==> src/rtl/fe_pkg.sv <==
package fe_pkg;

  // Edit requests from the control to the datapath, each one clock long.
  typedef struct packed {
    logic curInc;   // cursor toward more significant digits
    logic curDec;   // cursor toward units
    logic digInc;   // selected digit up
    logic digDec;   // selected digit down
  } edit_strobe_t;

endpackage

==> src/rtl/fe_cond.sv <==
module fe_cond #(
  parameter int WIDTH      = 3,
  parameter int DEB_CYCLES = 64
) (
  input  logic             clk,
  input  logic             rstN,
  input  logic [WIDTH-1:0] rawIn,
  output logic [WIDTH-1:0] cleanOut
);

  localparam int CNT_W = $clog2(DEB_CYCLES + 1);
  localparam logic [CNT_W-1:0] CNT_LAST = CNT_W'(DEB_CYCLES - 1);

  for (genvar gi = 0; gi < WIDTH; gi++) begin : g_bit
    logic [1:0]       syncQ;
    logic [CNT_W-1:0] cntQ;
    logic             stableQ;

    always_ff @(posedge clk or negedge rstN) begin
      if (!rstN) begin
        syncQ   <= '0;
        cntQ    <= '0;
        stableQ <= 1'b0;
      end else begin
        syncQ <= {syncQ[0], rawIn[gi]};
        if (syncQ[1] == stableQ) begin
          cntQ <= '0;
        end else if (cntQ == CNT_LAST) begin
          stableQ <= syncQ[1];
          cntQ    <= '0;
        end else begin
          cntQ <= cntQ + 1'b1;
        end
      end
    end

    assign cleanOut[gi] = stableQ;
  end

endmodule

==> src/rtl/fe_ctrl.sv <==
module fe_ctrl
  import fe_pkg::*;
(
  input  logic         clk,
  input  logic         rstN,
  input  logic         cleanA,
  input  logic         cleanB,
  input  logic         cleanPress,
  output edit_strobe_t strobe,
  output logic         valueMode
);

  logic prevA;
  logic prevPress;
  logic valueModeQ;
  logic aRise;
  logic pressRelease;

  always_ff @(posedge clk or negedge rstN) begin
    if (!rstN) begin
      prevA      <= 1'b0;
      prevPress  <= 1'b0;
      valueModeQ <= 1'b0;
    end else begin
      prevA     <= cleanA;
      prevPress <= cleanPress;
      if (pressRelease) valueModeQ <= ~valueModeQ;
    end
  end

  assign aRise        = cleanA & ~prevA;
  assign pressRelease = prevPress & ~cleanPress;

  // B low at the A rising edge means clockwise.
  always_comb begin
    strobe        = '0;
    strobe.curInc = aRise & ~cleanB & ~valueModeQ;
    strobe.curDec = aRise &  cleanB & ~valueModeQ;
    strobe.digInc = aRise & ~cleanB &  valueModeQ;
    strobe.digDec = aRise &  cleanB &  valueModeQ;
  end

  assign valueMode = valueModeQ;

endmodule

==> src/rtl/fe_dpath.sv <==
module fe_dpath
  import fe_pkg::*;
#(
  parameter int NUM_DIGITS = 9,
  parameter int BLANK_FROM = 7
) (
  input  logic                          clk,
  input  logic                          rstN,
  input  edit_strobe_t                  strobe,
  output logic [4*NUM_DIGITS-1:0]       digits,
  output logic [$clog2(NUM_DIGITS)-1:0] cursor,
  output logic [NUM_DIGITS-1:0]         blank,
  output logic                          valueChanged
);

  localparam int CUR_W = $clog2(NUM_DIGITS);
  localparam logic [CUR_W-1:0] CUR_LAST = CUR_W'(NUM_DIGITS - 1);

  logic [CUR_W-1:0] cursorQ;
  logic             changedQ;

  always_ff @(posedge clk or negedge rstN) begin
    if (!rstN) begin
      cursorQ  <= '0;
      changedQ <= 1'b0;
    end else begin
      changedQ <= strobe.digInc | strobe.digDec;
      if (strobe.curInc && cursorQ != CUR_LAST)
        cursorQ <= cursorQ + 1'b1;
      else if (strobe.curDec && cursorQ != '0)
        cursorQ <= cursorQ - 1'b1;
    end
  end

  for (genvar gi = 0; gi < NUM_DIGITS; gi++) begin : g_digit
    localparam logic [3:0] RST_VAL = (gi == 0) ? 4'd1 : 4'd0;
    logic [3:0] digQ;
    logic       sel;

    assign sel = (cursorQ == CUR_W'(gi));

    always_ff @(posedge clk or negedge rstN) begin
      if (!rstN) begin
        digQ <= RST_VAL;
      end else if (sel && strobe.digInc) begin
        digQ <= (digQ == 4'd9) ? 4'd0 : digQ + 4'd1;
      end else if (sel && strobe.digDec) begin
        digQ <= (digQ == 4'd0) ? 4'd9 : digQ - 4'd1;
      end
    end

    assign digits[4*gi +: 4] = digQ;

    if (gi >= BLANK_FROM) begin : g_blank
      assign blank[gi] = (digQ == 4'd0);
    end else begin : g_show
      assign blank[gi] = 1'b0;
    end
  end

  assign cursor       = cursorQ;
  assign valueChanged = changedQ;

endmodule

==> src/rtl/freq_editor.sv <==
module freq_editor
  import fe_pkg::*;
#(
  parameter int NUM_DIGITS = 9,
  parameter int BLANK_FROM = 7,
  parameter int DEB_CYCLES = 64
) (
  input  logic                          clk,
  input  logic                          rstN,
  input  logic                          knobA,
  input  logic                          knobB,
  input  logic                          knobPress,
  output logic [4*NUM_DIGITS-1:0]       digits,
  output logic [$clog2(NUM_DIGITS)-1:0] cursor,
  output logic [NUM_DIGITS-1:0]         blank,
  output logic                          ledCursorMode,
  output logic                          ledValueMode,
  output logic                          valueChanged
);

  logic [2:0]   clean;
  edit_strobe_t strobe;
  logic         valueMode;

  fe_cond #(
    .WIDTH     (3),
    .DEB_CYCLES(DEB_CYCLES)
  ) u_cond (
    .clk     (clk),
    .rstN    (rstN),
    .rawIn   ({knobPress, knobB, knobA}),
    .cleanOut(clean)
  );

  fe_ctrl u_ctrl (
    .clk       (clk),
    .rstN      (rstN),
    .cleanA    (clean[0]),
    .cleanB    (clean[1]),
    .cleanPress(clean[2]),
    .strobe    (strobe),
    .valueMode (valueMode)
  );

  fe_dpath #(
    .NUM_DIGITS(NUM_DIGITS),
    .BLANK_FROM(BLANK_FROM)
  ) u_dpath (
    .clk         (clk),
    .rstN        (rstN),
    .strobe      (strobe),
    .digits      (digits),
    .cursor      (cursor),
    .blank       (blank),
    .valueChanged(valueChanged)
  );

  assign ledCursorMode = ~valueMode;
  assign ledValueMode  = valueMode;

endmodule

==> config.mk <==
export PLATFORM = sky130hd
export DESIGN_NAME = freq_editor
export DESIGN_NICKNAME = d
export VERILOG_FILES = /design/src/rtl/fe_pkg.sv /design/src/rtl/fe_cond.sv /design/src/rtl/fe_ctrl.sv /design/src/rtl/fe_dpath.sv /design/src/rtl/freq_editor.sv
export SDC_FILE = /design/constraint.sdc
export NUM_CORES = 1
export LEC_CHECK = 0
export ABC_AREA = 1
export BUFFER_PORTS_ARGS = -buffer_cell sky130_fd_sc_hd__buf_2
export CAP_MARGIN = 10
export CORE_ASPECT_RATIO = 0.8
export CORE_MARGIN = 10
export CORE_UTILIZATION = 49
export DETAILED_ROUTE_END_ITERATION = 16
export HOLD_SLACK_MARGIN = 0.05
export PLACE_DENSITY = 0.8
export SLEW_MARGIN = 40
export SYNTH_ARGS = -nofsm -noshare
export SYNTH_HDL_FRONTEND = slang
export SYNTH_SLANG_ARGS = --single-unit
==> constraint.sdc <==
create_clock -name clk -period 2.8 [get_ports clk]
set_input_delay 0 -clock clk [delete_from_list [all_inputs] [get_ports clk]]
set_output_delay 0 -clock clk [all_outputs]
set_load 0.03 [all_outputs]
==> results by group <==
Status
  – Status: finished, final reports clean

Synthesis
  – Register area share after synthesis: 42.8%
  – Synthesis Warnings: 0
  – Post-Syn Instances: 608
  – Distinct cells, synth: 25
  – Mapped cell area: 4330 um2
  – Avg Inst Size Synth: 7.13 um2
  – Yosys reg bits: 74

Finish
  – Register area: 1850 um2
  – Most common cell after layout, fill and taps aside: nand2_1
  – Post-layout util: 57.1%
  – Commonest cells after routing, fill and taps aside: 186 x nand2_1, 88 x inv_1, 80 x nand3_1, 73 x dfrtp_1, 62 x nor2_1
  – Multi-input gate area: 2080 um2
  – Fillers: 801
  – Layout cells sized above 1: 10.9%
  – N_diodes: 0
  – Final Instance Area: 4890 um2
  – Area growth, synth to finish: 12.8%
  – Fin cells: 782
  – Fin nets: 679

Critical path
  – WP buf/inv: 2
  – CP Capture Type: flip-flop
  – CP peak stage delay: 0.72 ns
  – Top Family by Delay on Critical Path: simple AND/OR/NAND/NOR gates
  – R2R setup slack: 1.02 ns
  – Max FO, Critical Path: 18
  – Critical R2R Capture: u_dpath.cursor[1]
  – Crit Path Class: reg2reg
  – Startpoint Class: flip-flop
  – Worst-path cell chain: inv_1 -> nor3_1 -> nand2_1 -> nand2_1 -> inv_1 -> nand2_1 -> nand2_1
  – Worst Path Arrival: 2.02 ns
  – Most used cell, CP: nand2_1
  – CP required: 3.04 ns
  – R2r startpoint: u_cond.g_bit[1].stableQ
  – CP max-delay cell: dfrtp_1
  – FF-to-FF path depth: 7

Placement
  – Pre-CTS setup slack: 1.06 ns
  – Post-DP Area: 4680 um2
  – Placed cell count: 763
  – PortBufs: 49
  – Gpl congestion: 0.901
  – DP Wirelength: 7070 um

Floorplanning
  – Starting Density: 50.6%
  – CORE AREA: 8560 um2
  – Die X: 125 um
  – # IOs: 57
  – Floorplan row count: 30
  – DIE AREA: 13000 um2
  – Die Y: 104 um

Global routing
  – Wire length of the first global-routing pass: 16800 um
  – Largest net degree at the start of global routing: 75
  – GRT Util Overall: 15.0%
  – Vias in the first global route: 3718
  – Grt ovf: 0
  – Initial antenna violation count: 0

STA
  – Final hold slack: 0.216 ns
  – Slew headroom: 55.7%
  – Final WS setup: 1.02 ns
  – RSZ-0062 raised after global routing: false
  – Setup tns final: 0 ns
  – Final setup vio count: 0
  – Slew Viols, Final: 0
  – Period utilization: 63.5%
  – Clock Skews: 0.00814 ns
  – Crit path time final: 1.78 ns
  – Fin. Hold Viols: 0
  – Slew @ Worst Pin: 0.665 ns
  – Fmax: 562 MHz

CTS
  – Cts bufs inserted: 9
  – Setup Fix Bufs, Post-CTS: 0
  – Clock sink total: 74
  – CTS Root Buffer Type: clkbuf_8
  – CTS tree: built
  – Reg clk slew, reported paths: 0.08 ns
  – Clk buf depth: 2
  – Skew-Pair Late Insertion Delay: 0.35 ns
  – Post-cts sizing count: 0
  – Level count of the clock H-tree: 3

Pwr
  – Static Leak: 2.69 nW
  – PD cells: 390 nW/um2
  – Tot Pwr: 1.90 mW
  – Worst-case vdd ir drop: 220 uV

Drt
  – Via/cell ratio: 5.09
  – Initial DRC Count: 402
  – Final antenna-violating net count: 0
  – Initial DRT Pass Iterations: 5
  – Final wirelength: 9680 um
  – Routed wire per std cell: 12.4 um
  – Routed via count: 3981
  – DRC Markers: 0

Worst hold path
  – Class of the worst hold path: in2async

Job
  – Max-Cap Viols: 0
-- worst reg2reg max path: stages, from the launching register on --
cell and delay [ns]:
dfrtp_1 0.72, inv_1 0.14, nor3_1 0.45, nand2_1 0.09, nand2_1 0.10, inv_1 0.06, nand2_1 0.06, nand2_1 0.05
-- power by group --
part | total [mW] | internal [mW] | switching, mW
combinational | 0.0681 | 0.0188 | 0.0493
sequential | 1.10 | 1.08 | 0.0123
clock | 0.740 | 0.361 | 0.379
total | 1.90 | 1.46 | 0.441
-- Yosys cell counts --
library cell	number	area [um2]
dfrtp_1	73	1830
o22ai_1	1	6.26
nand3_1	80	400
buf_4	8	60.1
dfstp_2	1	26.3
inv_1	88	330
xor2_1	16	140
o21a_1	1	7.51
ha_1	8	100
nor2_4	3	33.8
clkbuf_1	3	11.3
nand4_1	10	62.6
nand2_1	186	698
nor2_1	62	233
nand3_4	1	17.5
xnor2_1	7	61.3
nor3_1	10	50.1
o211ai_1	2	15.0
a21oi_1	15	75.1
conb_1	1	3.75
clkinv_2	1	5.00
o21ai_2	1	8.76
o21ai_0	26	130
nor3_4	1	16.3
buf_2	3	15.0
-- layer usage --
layer / vias up / GRT usage, % / wire [um]
li1: 2021 / - / -
met1: 1817 / 18.5 / 4340
met2: 120 / 23.9 / 4470
met3: 23 / 4.13 / 646
met4: 0 / 6.65 / 230
met5: - / 0 / 0
-- sequential cells by signal, summed over array words and instances (netlist names) --
register,flops
u_dpath.valueChanged,1
u_cond.g_bit.stableQ,3
u_ctrl.prevPress,1
u_dpath.g_digit.digQ,36
u_ctrl.prevA,1
u_ctrl.valueMode,1
u_cond.g_bit.syncQ,6
u_dpath.cursor,4
u_cond.g_bit.cntQ,21
-- timing repair --
action	in CTS	in global routing
hold buffers	4	0
endpoints found under the setup margin	0	0
hold endpoints to repair	76	0
-- worst max path at each step --
stage | cells after the start | endpoint | slack, ns | from
after global routing | 7 | u_dpath.cursor[1] | 0.81 | u_cond.g_bit[1].stableQ
after global placement | 7 | u_dpath.g_digit[8].digQ[2] | 1.12 | u_dpath.cursor[0]
after floorplan | 7 | u_dpath.g_digit[8].digQ[2] | 1.13 | u_dpath.cursor[0]
final | 7 | u_dpath.cursor[1] | 1.02 | u_cond.g_bit[1].stableQ
after CTS | 7 | u_dpath.cursor[1] | 1.05 | u_cond.g_bit[1].stableQ
after detailed placement | 7 | u_dpath.cursor[1] | 1.06 | u_cond.g_bit[1].stableQ
-- kinds of logic after synthesis --
kind of cell	synth area share, %
DFF	42.8
buffers and inverters	9.73
xor gates and xnor gates	4.65
AOI/OAI and AO/OA	5.60
adders and majority gates	2.31
and+or+nand+nor	34.9
other	0.0865
-- area by class of cell --
cell class / count / area share [%]
multi-input combinational: 437 / 42.6
sequential: 74 / 37.9
inverter: 89 / 6.86
timing repair buffer: 55 / 6.27
clock buffer: 12 / 3.17
tap: 112 / 2.87
clock inverter: 3 / 0.307
(Power assumes the default switching activity.)
